### config.mk
export PLATFORM = sky130hd
export DESIGN_NAME = nmi_qualifier
export DESIGN_NICKNAME = d
export VERILOG_FILES = /design/src/rtl/nmi_pkg.sv /design/src/rtl/nmi_sync.sv /design/src/rtl/nmi_run_cnt.sv /design/src/rtl/nmi_qualifier.sv
export SDC_FILE = /design/constraint.sdc
export NUM_CORES = 1
export LEC_CHECK = 0
export BUFFER_PORTS_ARGS = -buffer_cell sky130_fd_sc_hd__buf_2
export CAP_MARGIN = 20
export CORE_AREA = 2 2 39 41
export DETAILED_ROUTE_END_ITERATION = 8
export DIE_AREA = 0 0 41 43
export SYNTH_ARGS = -nofsm -noshare
export SYNTH_HDL_FRONTEND = slang
export SYNTH_SLANG_ARGS = --single-unit
### constraint.sdc
create_clock -name clk_i -period 0.97 [get_ports clk_i]
set_input_delay 0.2425 -clock clk_i [delete_from_list [all_inputs] [get_ports clk_i]]
set_output_delay 0.2425 -clock clk_i [all_outputs]
set_load 0.02 [all_outputs]
### src/rtl/nmi_pkg.sv
package nmi_pkg;
  localparam int unsigned NMI_VEC_W   = 8;
  localparam int unsigned NMI_VEC_DEF = 2;
  typedef logic [NMI_VEC_W-1:0] nmi_vec_t;
endpackage

### src/rtl/nmi_sync.sv
module nmi_sync #(
  parameter int unsigned STAGES = 2
) (
  input  logic clk_i,
  input  logic rst_ni,
  input  logic d_i,
  output logic q_o
);
  logic [STAGES-1:0] ff_q;

  generate
    if (STAGES == 1) begin : g_one
      always_ff @(posedge clk_i or negedge rst_ni) begin
        if (!rst_ni) ff_q <= '0;
        else         ff_q <= d_i;
      end
    end else begin : g_chain
      always_ff @(posedge clk_i or negedge rst_ni) begin
        if (!rst_ni) ff_q <= '0;
        else         ff_q <= {ff_q[STAGES-2:0], d_i};
      end
    end
  endgenerate

  assign q_o = ff_q[STAGES-1];
endmodule

### src/rtl/nmi_run_cnt.sv
// Saturating count of consecutive clocks with lvl_i set; clears when lvl_i drops.
module nmi_run_cnt #(
  parameter int unsigned MAX = 4,
  localparam int unsigned W  = $clog2(MAX + 1)
) (
  input  logic         clk_i,
  input  logic         rst_ni,
  input  logic         lvl_i,
  output logic [W-1:0] cnt_o
);
  logic [W-1:0] cnt_q;

  always_ff @(posedge clk_i or negedge rst_ni) begin
    if (!rst_ni)                cnt_q <= '0;
    else if (!lvl_i)            cnt_q <= '0;
    else if (cnt_q != W'(MAX))  cnt_q <= cnt_q + 1'b1;
  end

  assign cnt_o = cnt_q;
endmodule

### src/rtl/nmi_qualifier.sv
module nmi_qualifier
  import nmi_pkg::*;
#(
  parameter int unsigned SYNC_STAGES = 2,
  parameter int unsigned LOW_MIN     = 4,
  parameter int unsigned HIGH_MIN    = 4,
  parameter int unsigned VEC_W       = NMI_VEC_W,
  parameter int unsigned VEC_VAL     = NMI_VEC_DEF
) (
  input  logic             clk_i,
  input  logic             rst_ni,
  input  logic             nmi_i,
  output logic             req_o,
  output logic [VEC_W-1:0] vec_o
);
  localparam int unsigned LO_W = $clog2(LOW_MIN + 1);
  localparam int unsigned HI_W = $clog2(HIGH_MIN + 1);

  logic            nmi_s;
  logic [LO_W-1:0] lo_cnt;
  logic [HI_W-1:0] hi_cnt;
  logic            rise, lo_ok, armed_q, armed_d, req_q, req_d;

  nmi_sync #(.STAGES(SYNC_STAGES)) u_sync (
    .clk_i (clk_i),
    .rst_ni(rst_ni),
    .d_i   (nmi_i),
    .q_o   (nmi_s)
  );

  nmi_run_cnt #(.MAX(LOW_MIN)) u_lo_cnt (
    .clk_i (clk_i),
    .rst_ni(rst_ni),
    .lvl_i (~nmi_s),
    .cnt_o (lo_cnt)
  );

  nmi_run_cnt #(.MAX(HIGH_MIN)) u_hi_cnt (
    .clk_i (clk_i),
    .rst_ni(rst_ni),
    .lvl_i (nmi_s),
    .cnt_o (hi_cnt)
  );

  // first HIGH sample of a period; LOW run length still visible in lo_cnt
  assign rise  = nmi_s && (hi_cnt == '0);
  assign lo_ok = (lo_cnt >= LO_W'(LOW_MIN));

  always_comb begin
    if (!nmi_s)    armed_d = 1'b0;
    else if (rise) armed_d = lo_ok;
    else           armed_d = armed_q;
  end

  // counter saturation at HIGH_MIN keeps this to one strobe per HIGH period
  assign req_d = nmi_s && (hi_cnt == HI_W'(HIGH_MIN - 1)) && (rise ? lo_ok : armed_q);

  always_ff @(posedge clk_i or negedge rst_ni) begin
    if (!rst_ni) begin
      armed_q <= 1'b0;
      req_q   <= 1'b0;
    end else begin
      armed_q <= armed_d;
      req_q   <= req_d;
    end
  end

  assign req_o = req_q;
  assign vec_o = VEC_W'(VEC_VAL);
endmodule

==> summary.txt, run 1 <==
======================================================================================
Power density relative to cell area                                       2340 mW/mm^2
Count of antenna-violating nets left after detailed routing                          0
Number of I/O pins                                                                  12
Nets                                                                                72
Startpoint class of the critical path                                         register
Total power draw                                                               1.62 mW
Result of the run                                                         finished, violations left
Clock Power Share                                                                22.8%
Wire length of the first global-routing pass                              1190 microns
Drt initial violations                                                               2
Switching share of power                                                         32.0%
DR pass1 iterations                                                                  3
Area of the multi-input gates                                                297 sq um
Insertion delay to the later sink of the worst-skew pair                       0.26 ns
Aggregate global routing overflow                                                    0
Number of placement rows                                                            14
Filler instances                                                                   135
Worst clock skew on the final layout                                        0.00295 ns
Depth of the worst hold-timing path                                                  1
Library cell contributing the largest single delay on the critical path   sky130_fd_sc_hd__dfrtp_1
Cell depth of the worst flop-to-flop path                                            5
Part of the power in combinational logic                                         41.5%
Final Max Slew Viols                                                                 0
Gp weighted congestion                                                           0.788
Avg Cell Area, Syn                                                          9.96 sq um
Kind of end point of the critical path                                        register
Number of global-route vias before repair                                          314
Overall routed net length                                                  728 microns
Via density per instance                                                          4.35
Cell-internal power                                                            1.10 mW
Routed length on met2                                                      357 microns
Final routed wire length divided by cell count                            9.22 microns
Hold path startpoint                                                             nmi_i
Sinks on the clock net                                                              10
Cell taking the most area after synthesis                                 sky130_fd_sc_hd__dfrtp_1
PortBufs                                                                             3
IR drop worst, VDD                                                             1.17 mV
Share of synthesized registers carrying an async set or reset                     100%
Period utilization                                                                113%
Number of antenna violations at the first check in global routing                    0
Number of buffers on the longest clock path                                          2
DR top layer                                                                      met4
Top cells by area in the synthesized netlist                              sky130_fd_sc_hd__dfrtp_1 (48%), sky130_fd_sc_hd__ha_1 (12%), sky130_fd_sc_hd__buf_4 (12%)
Post-synth top area share                                                        48.3%
DRC                                                                                  0
P_leak                                                                        0.316 nW
Horizontal extent of the die                                                41 microns
Most instantiated flip-flop cell in the synthesis netlist                 sky130_fd_sc_hd__dfrtp_1
Reported net switching power                                                  0.521 mW
Final setup violating endpoints                                                      8
Synth-to-layout area growth                                                      34.1%
Number of standard cells after synthesis                                            52
Critical path required time                                                    1.12 ns
Floorplan die area                                                        0.00176 sq mm
Hold Crit Class                                                                 in2reg
Wire length on met3                                                         54 microns
Kind of critical path                                                          reg2reg
Total GRT Usage                                                                  11.0%
Most common library cells after synthesis                                 sky130_fd_sc_hd__dfrtp_1 (10), sky130_fd_sc_hd__buf_4 (8), sky130_fd_sc_hd__nand2_1 (6), sky130_fd_sc_hd__ha_1 (5)
Mapped cell area                                                             518 sq um
Number of warnings reported in the yosys synthesis log                               0
Maximum fanout encountered on the critical timing path                               3
Hold worst-path end                                                       u_sync.ff_q[0]$_DFF_PN0_
Via total after detailed routing                                                   344
Post-synth EDFFs                                                                     0
CTS HTree Levels                                                                     1
Sequential Power Share                                                           35.7%
Worst setup timing slack at the placement stage                              -0.143 ns
Smallest setup slack after layout                                            -0.124 ns
Placeable Area                                                            0.00138 sq mm
Total of flip-flops plus latches after synthesis                                    10
Critical path arrival                                                          1.25 ns
Clock tree from TritonCTS                                                          yes
Hold Vio Cnt, Final                                                                  0
Reg-to-reg slack, setup                                                       -0.12 ns
CTS clock-pin slew for the worst setup and hold paths                          0.07 ns
Effective utilization at floorplan                                               37.4%
Part of the Yosys area used for sequential elements                              48.3%
Most common cell in the netlist                                           sky130_fd_sc_hd__dfrtp_1
Detailed placement HPWL                                                    500 microns
RR Endpoint                                                               req_o$_DFF_PN0_
Number of buffers created by CTS                                                     3
Min Clock Period, post-route                                                   1.09 ns
Unrepaired setup endpoints after global routing                                   true
CP Cell Sequence                                                          inv_2 > ha_4 > nand2b_4 > mux2i_4 > nor2_1
Detailed-routing wirelength on met1                                        305 microns
Startpoint of the most critical register-to-register path                 u_hi_cnt.cnt_o[0]$_DFFE_PN0P_
Number of diodes                                                                     0
Fmax                                                                           914 MHz
Failing checks                                                            negative setup slack
Proportion of layout cells with a drive suffix above 1                           46.0%
Register Area                                                                250 sq um
Floorplan die height                                                        43 microns
Post-layout util                                                                 50.2%
Distinct cell type count of the synthesized netlist                                 17
Largest net degree at the start of global routing                                   11
Maxcap violations                                                                    0
Clock root buffer                                                         sky130_fd_sc_hd__clkbuf_4
Highest cell delay on the worst timing path                                    0.38 ns
======================================================================================
through the flow:
stage | hold WS [ns] | std cells | TNS (ns) | cell area (sq um)
global route | 0.0679 | 79 | -1.08 | 694
finish | 0.0830 | 79 | -0.587 | 694
detailed placement | 0.112 | 72 | -0.634 | 553
floorplan | -0.0531 | 58 | -0.156 | 556
CTS | 0.0745 | 79 | -0.753 | 637
global placement | 0.112 | 72 | -0.526 | 553
placed cells by master (no fill, tap or decap):
cell                            count
sky130_fd_sc_hd__a21boi_1           1
sky130_fd_sc_hd__a21boi_2           1
sky130_fd_sc_hd__a21oi_2            1
sky130_fd_sc_hd__and2_1             1
sky130_fd_sc_hd__buf_2              2
sky130_fd_sc_hd__buf_4              4
sky130_fd_sc_hd__buf_6              2
sky130_fd_sc_hd__clkbuf_4           3
sky130_fd_sc_hd__clkbuf_8           1
sky130_fd_sc_hd__conb_1             8
sky130_fd_sc_hd__dfrtp_1           10
sky130_fd_sc_hd__dlygate4sd3_1      1
sky130_fd_sc_hd__ha_2               2
sky130_fd_sc_hd__ha_4               3
sky130_fd_sc_hd__inv_1              1
sky130_fd_sc_hd__inv_2              4
sky130_fd_sc_hd__mux2i_4            1
sky130_fd_sc_hd__nand2_1            4
sky130_fd_sc_hd__nand2_2            2
sky130_fd_sc_hd__nand2b_4           1
sky130_fd_sc_hd__nand3_1            2
sky130_fd_sc_hd__nor2_1             3
sky130_fd_sc_hd__nor2_2             1
sky130_fd_sc_hd__nor2b_1            1
sky130_fd_sc_hd__nor3_1             1
sky130_fd_sc_hd__xnor2_1            1
sky130_fd_sc_hd__xnor2_2            1
per-layer routing:
layer  global-route usage (%)  vias to the layer above
li1                         -                      166
met1                     12.2                      164
met2                     15.0                       12
met3                     7.85                        2
met4                     6.00                        0
met5                        0                        -
cells by family (layout without fill, tap and decap cells):
kind of cell	after synthesis	in the layout	synth area share, %
simple gates	16	16	13.8
buf+inv	13	18	15.2
flops	10	10	48.3
fa+ha+maj	5	5	12.1
compound gates	3	3	3.86
other cells	2	8	1.45
xor+xnor	2	2	3.38
mux	1	1	1.93
critical path: cells and delay by family (launching register included):
family	cells	cell delay [ns]
flip-flops	1	0.38
multiplexers	1	0.23
adder cells (fa/ha/maj)	1	0.17
AND/OR/NAND/NOR	2	0.15
buffers and inverters	1	0.06
how the worst max path moves through the flow:
stage                     cells past startpoint           endpoint  slack, ns                          start
final                                         5    req_o$_DFF_PN0_      -0.12  u_hi_cnt.cnt_o[0]$_DFFE_PN0P_
after global routing                          5  armed_q$_DFF_PN0_      -0.18  u_hi_cnt.cnt_o[1]$_DFFE_PN0P_
after CTS                                     5    req_o$_DFF_PN0_      -0.12  u_hi_cnt.cnt_o[0]$_DFFE_PN0P_
after detailed placement                      5  armed_q$_DFF_PN0_      -0.14  u_hi_cnt.cnt_o[0]$_DFFE_PN0P_
after global placement                        5  armed_q$_DFF_PN0_       -0.1  u_hi_cnt.cnt_o[0]$_DFFE_PN0P_
after floorplan                               5  armed_q$_DFF_PN0_      -0.04  u_hi_cnt.cnt_o[1]$_DFFE_PN0P_
power by group through the flow:
stage | Sequential [mW] | Combinational [mW] | Clock [mW]
2_1_floorplan | 0.564 | 0.366 | 0
3_3_place_gp | 0.577 | 0.443 | 0
3_5_place_dp | 0.580 | 0.451 | 0
4_1_cts | 0.576 | 0.569 | 0.381
5_1_grt | 0.595 | 0.751 | 0.402
6_report | 0.580 | 0.675 | 0.370
final cells by class:
type | count | area share (%)
Inverter | 5 | 2.70
Multi-Input combinational cell | 35 | 42.7
Sequential cell | 10 | 36.0
Clock buffer | 4 | 5.23
Timing Repair Buffer | 9 | 10.5
Tap cell | 16 | 2.88
registers in the layout (all words and copies together), names as in the netlist:
| register | flops |
|---|---|
| armed_q | 1 |
| u_sync.ff_q | 2 |
| req_o | 1 |
| u_lo_cnt.cnt_o | 3 |
| u_hi_cnt.cnt_o | 3 |
repair_timing:
| item | 4_1_cts | 5_1_grt |
|---|---|---|
| resized for setup | 6 | 12 |
| hold buffers | 1 | 0 |
| endpoints found under the hold margin | 10 | 0 |
| setup buffers | 2 | 0 |
| setup endpoints to repair | 8 | 9 |
| pin swaps | 4 | 5 |
| gates cloned | 0 | 0 |
Note: power is estimated with default switching activity, not from simulation.
==> run 2: changes to the inputs <==
--- a/config.mk
+++ b/config.mk
@@ -10,6 +10,7 @@
 export CORE_AREA = 2 2 39 41
 export DETAILED_ROUTE_END_ITERATION = 8
 export DIE_AREA = 0 0 41 43
+export PLACE_DENSITY = 0.59
 export SYNTH_ARGS = -nofsm -noshare
 export SYNTH_HDL_FRONTEND = slang
 export SYNTH_SLANG_ARGS = --single-unit
==> summary.txt, run 2 (same netlist as run 1, synthesis figures left out) <==
======================================================================================
Fmax                                                                           907 MHz   was 914 MHz
Top Family by Delay on Critical Path                                        flip-flops   unchanged
Maximum fanout encountered on the critical timing path                               3   unchanged
Smallest setup slack after layout                                            -0.133 ns   was -0.124 ns
Gp weighted congestion                                                           0.750   was 0.788
Library cell contributing the largest single delay on the critical path   sky130_fd_sc_hd__dfrtp_1   unchanged
P_leak                                                                        0.333 nW   was 0.316 nW
Overall routed net length                                                  693 microns   was 728 microns
Sinks on the clock net                                                              10   unchanged
Instance count after placement with tap cells included                              72   unchanged
Maxcap violations                                                                    0   unchanged
PortBufs                                                                             3   unchanged
Insertion delay to the later sink of the worst-skew pair                       0.26 ns   about the same
Switching share of power                                                         31.7%   was 32.0%
Proportion of layout cells with a drive suffix above 1                           42.9%   was 46.0%
Area of the multi-input gates                                                290 sq um   was 297 sq um
Placed inst area                                                             553 sq um   unchanged
Worst clock skew on the final layout                                        0.00367 ns   was 0.00295 ns
Horizontal extent of the die                                                41 microns   unchanged
Number of placement rows                                                            14   unchanged
Setup tns final                                                              -0.497 ns   was -0.587 ns
Drt initial violations                                                               1   was 2
Placeable Area                                                            0.00138 sq mm   unchanged
Worst hold-check slack                                                       0.0912 ns   was 0.0830 ns
CTS HTree Levels                                                                     1   unchanged
Effective utilization at floorplan                                               37.4%   unchanged
Wire length of the first global-routing pass                              1170 microns   was 1190 microns
Number of global-route vias before repair                                          298   was 314
Final Max Slew Viols                                                                 0   unchanged
Register Area                                                                250 sq um   unchanged
Number of antenna violations at the first check in global routing                    0   unchanged
Kind of critical path                                                          reg2reg   unchanged
Number of diodes                                                                     0   unchanged
Worst setup timing slack at the placement stage                              -0.105 ns   was -0.143 ns
CP Cell Sequence                                                          inv_2 > ha_4 > nand2b_4 > mux2i_1 > nor2b_1   was inv_2 > ha_4 > nand2b_4 > mux2i_4 > nor2_1
Cell-internal power                                                            1.10 mW   about the same
IR drop worst, VDD                                                             1.26 mV   was 1.17 mV
Number of buffers created by CTS                                                     3   unchanged
Result of the run                                                         finished, violations left   unchanged
Leading cell type in the layout, fill and taps excluded                   sky130_fd_sc_hd__dfrtp_1   unchanged
Logic depth of the worst setup path including buffers                                5   unchanged
Part of the power in combinational logic                                         41.4%   was 41.5%
Startpoint class of the critical path                                         register   unchanged
Detailed placement HPWL                                                    482 microns   was 500 microns
Floorplan die height                                                        43 microns   unchanged
Floorplan die area                                                        0.00176 sq mm   unchanged
Via total after detailed routing                                                   337   was 344
CTS clock-pin slew for the worst setup and hold paths                          0.06 ns   was 0.07 ns
Reported net switching power                                                  0.509 mW   was 0.521 mW
Aggregate global routing overflow                                                    0   unchanged
Buffers and inverters on the worst path                                              1   unchanged
Via density per instance                                                          4.27   was 4.35
Count of antenna-violating nets left after detailed routing                          0   unchanged
Filler instances                                                                   133   was 135
Highest cell delay on the worst timing path                                    0.38 ns   about the same
Total GRT Usage                                                                  10.4%   was 11.0%
Period utilization                                                                114%   was 113%
Number of buffers on the longest clock path                                          2   unchanged
Reg-to-reg slack, setup                                                       -0.13 ns   was -0.12 ns
Nets                                                                                72   unchanged
Clock root buffer                                                         sky130_fd_sc_hd__clkbuf_4   unchanged
Failing checks                                                            negative setup slack   unchanged
Final setup violating endpoints                                                      7   was 8
Post-layout util                                                                 49.5%   was 50.2%
Post-route cell area                                                         684 sq um   was 694 sq um
Count of placed standard cells in the final layout, fillers left out                79   unchanged
Clock Power Share                                                                22.3%   was 22.8%
Highest-count cells in the layout ignoring fill and taps                  sky130_fd_sc_hd__dfrtp_1 (10), sky130_fd_sc_hd__conb_1 (8), sky130_fd_sc_hd__buf_4 (5)   was sky130_fd_sc_hd__dfrtp_1 (10), sky130_fd_sc_hd__conb_1 (8), sky130_fd_sc_hd__inv_2 (4), sky130_fd_sc_hd__nand2_1 (4), sky130_fd_sc_hd__buf_4 (4)
Hold Vio Cnt, Final                                                                  0   unchanged
DRC                                                                                  0   unchanged
Synth-to-layout area growth                                                      32.1%   was 34.1%
Largest net degree at the start of global routing                                   11   unchanged
Critical path required time                                                    1.11 ns   was 1.12 ns
Hold Crit Class                                                                 in2reg   unchanged
Critical path arrival                                                          1.24 ns   was 1.25 ns
Cell depth of the worst flop-to-flop path                                            5   unchanged
Clock tree from TritonCTS                                                          yes   unchanged
Min Clock Period, post-route                                                   1.10 ns   was 1.09 ns
DR pass1 iterations                                                                  2   was 3
Unrepaired setup endpoints after global routing                                   true   unchanged
Power density relative to cell area                                       2340 mW/mm^2   about the same
Sequential Power Share                                                           36.3%   was 35.7%
Depth of the worst hold-timing path                                                  1   unchanged
Number of I/O pins                                                                  12   unchanged
Total power draw                                                               1.60 mW   was 1.62 mW
Kind of end point of the critical path                                        register   unchanged
Final routed wire length divided by cell count                            8.77 microns   was 9.22 microns
======================================================================================
[run 2: worst paths after layout]
| check | from | to |
|---|---|---|
| max in group asynchronous | rst_ni | u_sync.ff_q[1]$_DFF_PN0_ |
| worst max-delay path | u_hi_cnt.cnt_o[1]$_DFFE_PN0P_ | armed_q$_DFF_PN0_ |
| min in group asynchronous | rst_ni | u_hi_cnt.cnt_o[2]$_DFFE_PN0P_ |
| worst min-delay path | nmi_i | u_sync.ff_q[0]$_DFF_PN0_ |
| worst max register to register | u_hi_cnt.cnt_o[1]$_DFFE_PN0P_ | armed_q$_DFF_PN0_ |
| worst min register to register | u_sync.ff_q[0]$_DFF_PN0_ | u_sync.ff_q[1]$_DFF_PN0_ |
[run 2: what timing repair did]
| item | in CTS | in global routing |
|---|---|---|
| pin swaps | 4 | 6 |
| cloned | 0 | 0 |
| gates resized for setup | 5 | 11 |
| buffers inserted | 2 | 0 |
| hold buffers | 1 | 0 |
| endpoints found under the setup margin | 8 | 9 |
| endpoints found under the hold margin | 10 | 0 |
[run 2: worst register-to-register path, stage by stage, from the launching register on]
cell and delay (ns):
sky130_fd_sc_hd__dfrtp_1 0.38, sky130_fd_sc_hd__inv_2 0.06, sky130_fd_sc_hd__ha_4 0.17, sky130_fd_sc_hd__nand2b_4 0.06, sky130_fd_sc_hd__mux2i_1 0.23, sky130_fd_sc_hd__nor2b_1 0.09
[run 2: routing by layer]
| metal | vias to the layer above | GRT usage (%) | wire, microns |
|---|---|---|---|
| li1 | 165 | - | - |
| met1 | 160 | 12.2 | 268 |
| met2 | 12 | 15.0 | 372 |
| met3 | 0 | 7.85 | 51 |
| met4 | 0 | 2.00 | 0 |
| met5 | - | 0 | 0 |
[run 2: area by class of cell]
cell class                      instances  share of cell area [%]
Tap cell                               16                    2.93
Multi-Input combinational cell         35                    42.4
Sequential cell                        10                    36.6
Inverter                                5                    2.74
Timing Repair Buffer                    9                    10.1
Clock buffer                            4                    5.30
[run 2: power by group through the flow]
| stage | combinational [mW] | clock [mW] | sequential, mW |
|---|---|---|---|
| 2_1_floorplan | 0.366 | 0 | 0.564 |
| 3_3_place_gp | 0.441 | 0 | 0.578 |
| 3_5_place_dp | 0.448 | 0 | 0.577 |
| 4_1_cts | 0.548 | 0.376 | 0.572 |
| 5_1_grt | 0.742 | 0.396 | 0.598 |
| 6_report | 0.664 | 0.358 | 0.583 |
